$ cat src/rtl/seg_addr_unit.sv
module seg_addr_unit #(
  parameter int OFS_W  = 32,
  parameter int LIM_W  = 20,
  parameter int GRAN_W = 12,
  parameter int SMALL_W = 16
) (
  input  logic             clk,
  input  logic             rst_n,
  input  logic             req_valid,
  input  logic [OFS_W-1:0] seg_base,
  input  logic [LIM_W-1:0] seg_limit,
  input  logic             seg_gran,
  input  logic             seg_big,
  input  logic             seg_down,
  input  logic             seg_stack,
  input  logic [OFS_W-1:0] offset,
  input  logic [1:0]       acc_size,
  output logic             res_valid,
  output logic [OFS_W-1:0] lin_addr,
  output logic             fault,
  output logic             fault_stack
);

  localparam logic [OFS_W:0] SMALL_TOP = {{(OFS_W+1-SMALL_W){1'b0}}, {SMALL_W{1'b1}}};
  localparam logic [OFS_W:0] BIG_TOP   = {1'b0, {OFS_W{1'b1}}};

  logic [OFS_W-1:0] eff_limit;
  logic [2:0]       nbytes;
  logic [OFS_W:0]   last_byte;
  logic [OFS_W:0]   down_top;
  logic             up_bad, down_bad, bad;

  assign eff_limit = seg_gran ? {seg_limit, {GRAN_W{1'b1}}}
                              : {{(OFS_W-LIM_W){1'b0}}, seg_limit};

  always_comb begin
    case (acc_size)
      2'b00:   nbytes = 3'd1;
      2'b01:   nbytes = 3'd2;
      default: nbytes = 3'd4;
    endcase
  end

  assign last_byte = {1'b0, offset} + {{(OFS_W-2){1'b0}}, nbytes} - 1'b1;
  assign down_top  = seg_big ? BIG_TOP : SMALL_TOP;

  assign up_bad   = last_byte > {1'b0, eff_limit};
  assign down_bad = (offset <= eff_limit) || (last_byte > down_top);
  assign bad      = seg_down ? down_bad : up_bad;

  always_ff @(posedge clk or negedge rst_n) begin
    if (!rst_n) begin
      res_valid   <= 1'b0;
      lin_addr    <= '0;
      fault       <= 1'b0;
      fault_stack <= 1'b0;
    end else begin
      res_valid <= req_valid;
      if (req_valid) begin
        lin_addr    <= seg_base + offset;
        fault       <= bad;
        fault_stack <= bad & seg_stack;
      end
    end
  end


  addr_sum_chk: assert property (@(posedge clk) disable iff (!rst_n)
    req_valid |=> lin_addr == $past(seg_base + offset));


  valid_follow_chk: assert property (@(posedge clk) disable iff (!rst_n)
    req_valid |=> res_valid);


  valid_idle_chk: assert property (@(posedge clk) disable iff (!rst_n)
    !req_valid |=> !res_valid && $stable(lin_addr) && $stable(fault) && $stable(fault_stack));


  stack_type_chk: assert property (@(posedge clk) disable iff (!rst_n)
    fault_stack |-> fault);


  gp_type_chk: assert property (@(posedge clk) disable iff (!rst_n)
    req_valid && !seg_stack |=> !fault_stack);


  empty_down_chk: assert property (@(posedge clk) disable iff (!rst_n)
    req_valid && seg_down && !seg_big && !seg_gran && seg_limit == 20'h0FFFF |=> fault);


  down_low_chk: assert property (@(posedge clk) disable iff (!rst_n)
    req_valid && seg_down && !seg_gran && offset <= {12'h000, seg_limit} |=> fault);

endmodule

$ cat config.mk
export PLATFORM = sky130hd
export DESIGN_NAME = seg_addr_unit
export DESIGN_NICKNAME = d
export VERILOG_FILES = /design/src/rtl/seg_addr_unit.sv
export SDC_FILE = /design/constraint.sdc
export NUM_CORES = 1
export LEC_CHECK = 0
export ABC_AREA = 0
export ABC_CLOCK_PERIOD_IN_PS = 1000
export BUFFER_PORTS_ARGS = -buffer_cell sky130_fd_sc_hd__buf_2
export CORE_AREA = 4 4 133 135
export DETAILED_ROUTE_END_ITERATION = 6
export DIE_AREA = 0 0 137 139
export PLACE_DENSITY = 0.59
export REMOVE_ABC_BUFFERS = 1
export SETUP_SLACK_MARGIN = 0.4
export SLEW_MARGIN = 20
export SYNTH_ARGS = -nofsm -noshare
export SYNTH_HDL_FRONTEND = slang
export SYNTH_SLANG_ARGS = --single-unit
$ cat constraint.sdc
create_clock -name clk -period 1 [get_ports clk]
set_input_delay 0.15 -clock clk [delete_from_list [all_inputs] [get_ports clk]]
set_output_delay 0.15 -clock clk [all_outputs]
set_load 0.05 [all_outputs]
## Yosys cells after proc, flatten, opt, wreduce, memory -nomap -nowiden

Cells that the tools add are included.

- Flip-flop bits (word level): 35
- Bits of input ports: 93
- Logic and storage cells: 18

- Add/subtract/negate cells: 3
- Order comparisons: 3
- Eq/ne operators: 1
- Mux-type cells: 4
- Bitwise operators: 1
- Reduce and logical (&&, ||, !) cells: 2

Operators by type and width:

| kind | number |
|---|---|
| $gt 33x32->1 | 2 |
| $mux 32 | 2 |
| $add 32x3->33 | 1 |
| $sub 33x1->33 const B | 1 |
| $add 32x32->32 | 1 |
| $le 32x32->1 | 1 |
| $pmux 3 s2 | 1 |
| $eq 2x1->1 const B | 1 |
| $logic_not 2->1 | 1 |
| $and 1x1->1 | 1 |
| $logic_or 1x1->1 | 1 |
| $mux 1 | 1 |

## Depth between registers and ports, before layout

- Depth in word-level cells: 8
- Depth in mapped cells: 28

## Worst setup path after synthesis

Ideal clock, no wire load.

- Path kind: in2reg
- Start point: input port acc_size[0]
- End point: register fault
- Library setup time: 0.124 ns
- Data arrival time: 4.848 ns
- Path slack: -3.972 ns
- Cell stages on the path: 26
- Path through: or2_2 > ha_1 > inv_1 > ha_1 > inv_1 > fa_1 > nor2b_1 > o2111ai_2 > a21oi_1 > o21ai_1 > a311oi_1 > a211oi_1 > o21bai_1 > o21ai_1 > o311ai_0 > ha_1 > nand2_1 > or3_1 > nor2_1 > and4_1 > nand3_1 > nor4_1 > and4_1 > nand4_1 > a211oi_2 > nor2_1

- Longest elaborated chain between the ends: 7
- Elaborated cells between the ends (all ways): 9
- Those cells by class: add/sub: 2; order compare: 2; eq/ne: 1; mux: 2; reduce/logical: 2

RTL lines:

| what | RTL line | RTL |
|---|---|---|
| start, declared | 17 | `input logic [1:0] acc_size,` |
| $eq 2x1->1 / $logic_not 2->1 (equally long branches) | 37 | `case (acc_size)` |
| $pmux 3 s2 (*) | 37 |  |
| $add 32x3->33 (*) | 44 | `assign last_byte = {1'b0, offset} + {{(OFS_W-2){1'b0}}, nbytes} - 1'b1;` |
| $sub 33x1->33 (*) | 44 |  |
| $gt 33x32->1 | 48 | `assign down_bad = (offset <= eff_limit) \|\| (last_byte > down_top);` |
| $logic_or 1x1->1 | 48 |  |
| $mux 1 (*) | 49 | `assign bad = seg_down ? down_bad : up_bad;` |
| end signal, assigned | 55 | `fault <= 1'b0;` |
| end signal, assigned | 61 | `fault <= bad;` |
| end, declared | 20 | `output logic fault,` |

Mark *: on every way between the ends. The rest lies on a longest branch, timed or not.
A chain may end at the register's enable or synchronous reset.

## Worst setup path in the final report

- Start point: input port acc_size[1]
- End point: register fault_stack

- Longest elaborated chain between the ends: 8
- Elaborated cells between the ends (all ways): 10
- Those cells by class: add/sub: 2; order compare: 2; eq/ne: 1; mux: 2; bitwise: 1; reduce/logical: 2

RTL lines:

| what | RTL line | RTL |
|---|---|---|
| $eq 2x1->1 / $logic_not 2->1 (equally long branches) | 37 |  |
| $pmux 3 s2 (*) | 37 |  |
| $add 32x3->33 (*) | 44 |  |
| $sub 33x1->33 (*) | 44 |  |
| $gt 33x32->1 | 48 |  |
| $logic_or 1x1->1 | 48 |  |
| $mux 1 (*) | 49 |  |
| $and 1x1->1 (*) | 62 | `fault_stack <= bad & seg_stack;` |
| end signal, assigned | 62 |  |
| end, declared | 21 | `output logic fault_stack` |

Marked as above.

==> out/metrics.yaml <==
final_layout_size_suffix_gt1_share_pct: 47.55
max_freq_mhz: 209.6
fin_setup_tns_ns: -39.12
routedWlPerCell_um: 15.51
period_share_pct: 477.1
synth_top_area_share_pct: 28.48
yosysWarningCount: 0
finalCriticalPeriod_ns: 4.771
max_stage_delay_ns: 0.36
skew_ns: 0
hold_ws_ns: -0.2511
drt_first_pass_iters: 5
r2r_end: "lin_addr[30]"
netlist_area_mm2: 0.006371
hold_path.class: "in -> async"
grt_max_degree: 26
synth_cells: 765
ir_drop_mv: 1.049
grt_pass1_vias: 7532
synth_flop_cell: "dfrtp_1"
cp_top_family: "simple AND/OR/NAND/NOR gates"
grt_use_total_pct: 23.24
avgViaCountPerCell: 5.078
cp.required_ns: 1.15
yosysTopAreaCell: "ha_1"
final-max-slew-violation-count: 0
max_cap_viol_count: 0
die_x_um: 137
dp_slack_ns: -4.697
num_rows: 47
cp.arrival_ns: 4.93
cts_root_buffer: "clkbuf_16"
grt_pass1_wl_um: 36240
worst_slew_margin_rel_pct: 61.78
synthTopCellsByCount: "ha_1 (145), a21oi_1 (67), nand2_1 (58)"
n_antenna_cell: 0
rsz0062_at_grt: "yes"
port_buffers: 127
cts_sinks: 35
yosys-top-cells-area: "ha_1 (28%), dfrtp_1 (14%), a21oi_1 (5.3%)"
reg2regPathDepth: 3
power_leakage_uw: 0.005698
drtIter0Drc: 373
ant_nets: 0
hold_violations: 10
syn_to_final_growth_pct: 69.62
layout.nets: 1461
tightest_slew_ns: 0.5588
synth_edf_count: 0
clk_path_buf_depth: 2
die_h_um: 139
synth-seq-cells: 35
drcViolationCount: 0
seq_area_frac_synth_pct: 13.75
clk_latency_ns: 0.28
fin_ws_ns: -3.771
violations: "negative hold slack, negative setup slack"
r2r-start: "lin_addr[30]"
cp-start-kind: "input port"
p_total_uw: 12760
synth_most_common_cell: "ha_1"
async_flop_share_pct: 100.0
final_core_util_pct: 65.63
cp_slowest_cell: "fa_2"
worstPathMaxFanout: 2
pwr_density_cell_mw_per_mm2: 1180
dieArea_mm2: 0.01904
critPathKind: "in -> reg"
wirelength_um: 22370
r2r_slack_ns: 0
setup_viol: 33
cts_max_level: 2
antenna_found_initial: 1
coreArea_mm2: 0.01647
finalWeightedCongestion: 0.8814
syn_avg_cell_area_um2: 8.328
overflow: 0
cp-end-kind: "register"
outcome: "finished, violations left"
ioPinCount: 128
clk_pin_slew_ns: 0.06
initial_core_util_pct: 38.69
path_buf_inv: 4
numCtsBuffers: 5
synth_cell_types: 67
hpwl_um: 18010
vias: 7322
cts_tree: "done"
-- per-layer routing --
metal	up-vias	GRT usage, %	part of all wire [%]
li1	3754	-	-
met1	3397	32.47	47
met2	147	38.21	46
met3	22	3.012	4.8
met4	2	4.884	1.4
met5	-	0	0.058
-- flip-flops by register name, summed over array words and instances, names as in the netlist --
signal / cells
fault: 1
lin_addr: 32
res_valid: 1
fault_stack: 1
-- placed cells by master, fill, tap and decap left out, drive strengths merged, types with 7 or more instances in the layout --
cell and instances:
and3 7, a21o 43, o21bai 7, o21ai 33, mux2i 9, nor3 10, xor2 17, nand2b 9
ha 145, nand3 15, buf 458, nand2 58, a211oi 15, nand4 15, dfrtp 35, nor2b 11
mux2 25, xnor2 38, nor2 54, a21oi 69, inv 57
-- stage by stage --
step | std cells | area, um2 | hold WS [ns]
after floorplan | 756 | 6337 | -0.1456
after global placement | 1396 | 9473 | 0.04332
after detailed placement | 1396 | 9473 | 0.06183
after CTS | 1430 | 10530 | -0.2486
after global routing | 1442 | 10810 | -0.2374
final | 1442 | 10810 | -0.2511
-- report_power, final --
part           switching [uW]  internal [uW]
Sequential                246           1750
Combinational            4400           4450
Clock                     661           1240
Total                    5310           7450
-- layout make-up --
type | instances | area [um2]
Clock buffer | 6 | 138.9
Timing Repair Buffer | 458 | 3493
Tap cell | 220 | 275.3
Sequential cell | 35 | 875.8
Multi-Input combinational cell | 664 | 5772
Fill cell | 1391 | 5659
Clock inverter | 2 | 35.03
Inverter | 57 | 216.5
-- worst max path at each step --
stage                  endpoint  depth (start not counted)  slack [ns]         from
floorplan                 fault                         26       -3.97  acc_size[0]
global placement          fault                         27       -4.45  acc_size[0]
detailed placement  fault_stack                         27       -4.70  acc_size[0]
CTS                 fault_stack                         28       -3.86  acc_size[1]
global route              fault                         29       -4.00  acc_size[1]
finish              fault_stack                         29       -3.77  acc_size[1]
-- kinds of logic after synthesis --
group | count (synthesis) | synth area share [%]
adder cells (fa/ha/maj) | 147 | 29.10
multiplexers | 34 | 5.833
AND/OR/NAND/NOR | 207 | 16.10
flip-flops | 35 | 13.75
XOR/XNOR | 55 | 7.561
buffers and inverters | 66 | 3.889
AO/OA/AOI/OAI | 221 | 23.76
-- timing repair --
action | in CTS | in global routing
gates resized for setup | 176 | 39
hold endpoints to repair | 10 | 10
setup buffers | 26 | 12
pin swaps | 72 | 48
endpoints found under the setup margin | 69 | 69
(Power assumes the default switching activity.)
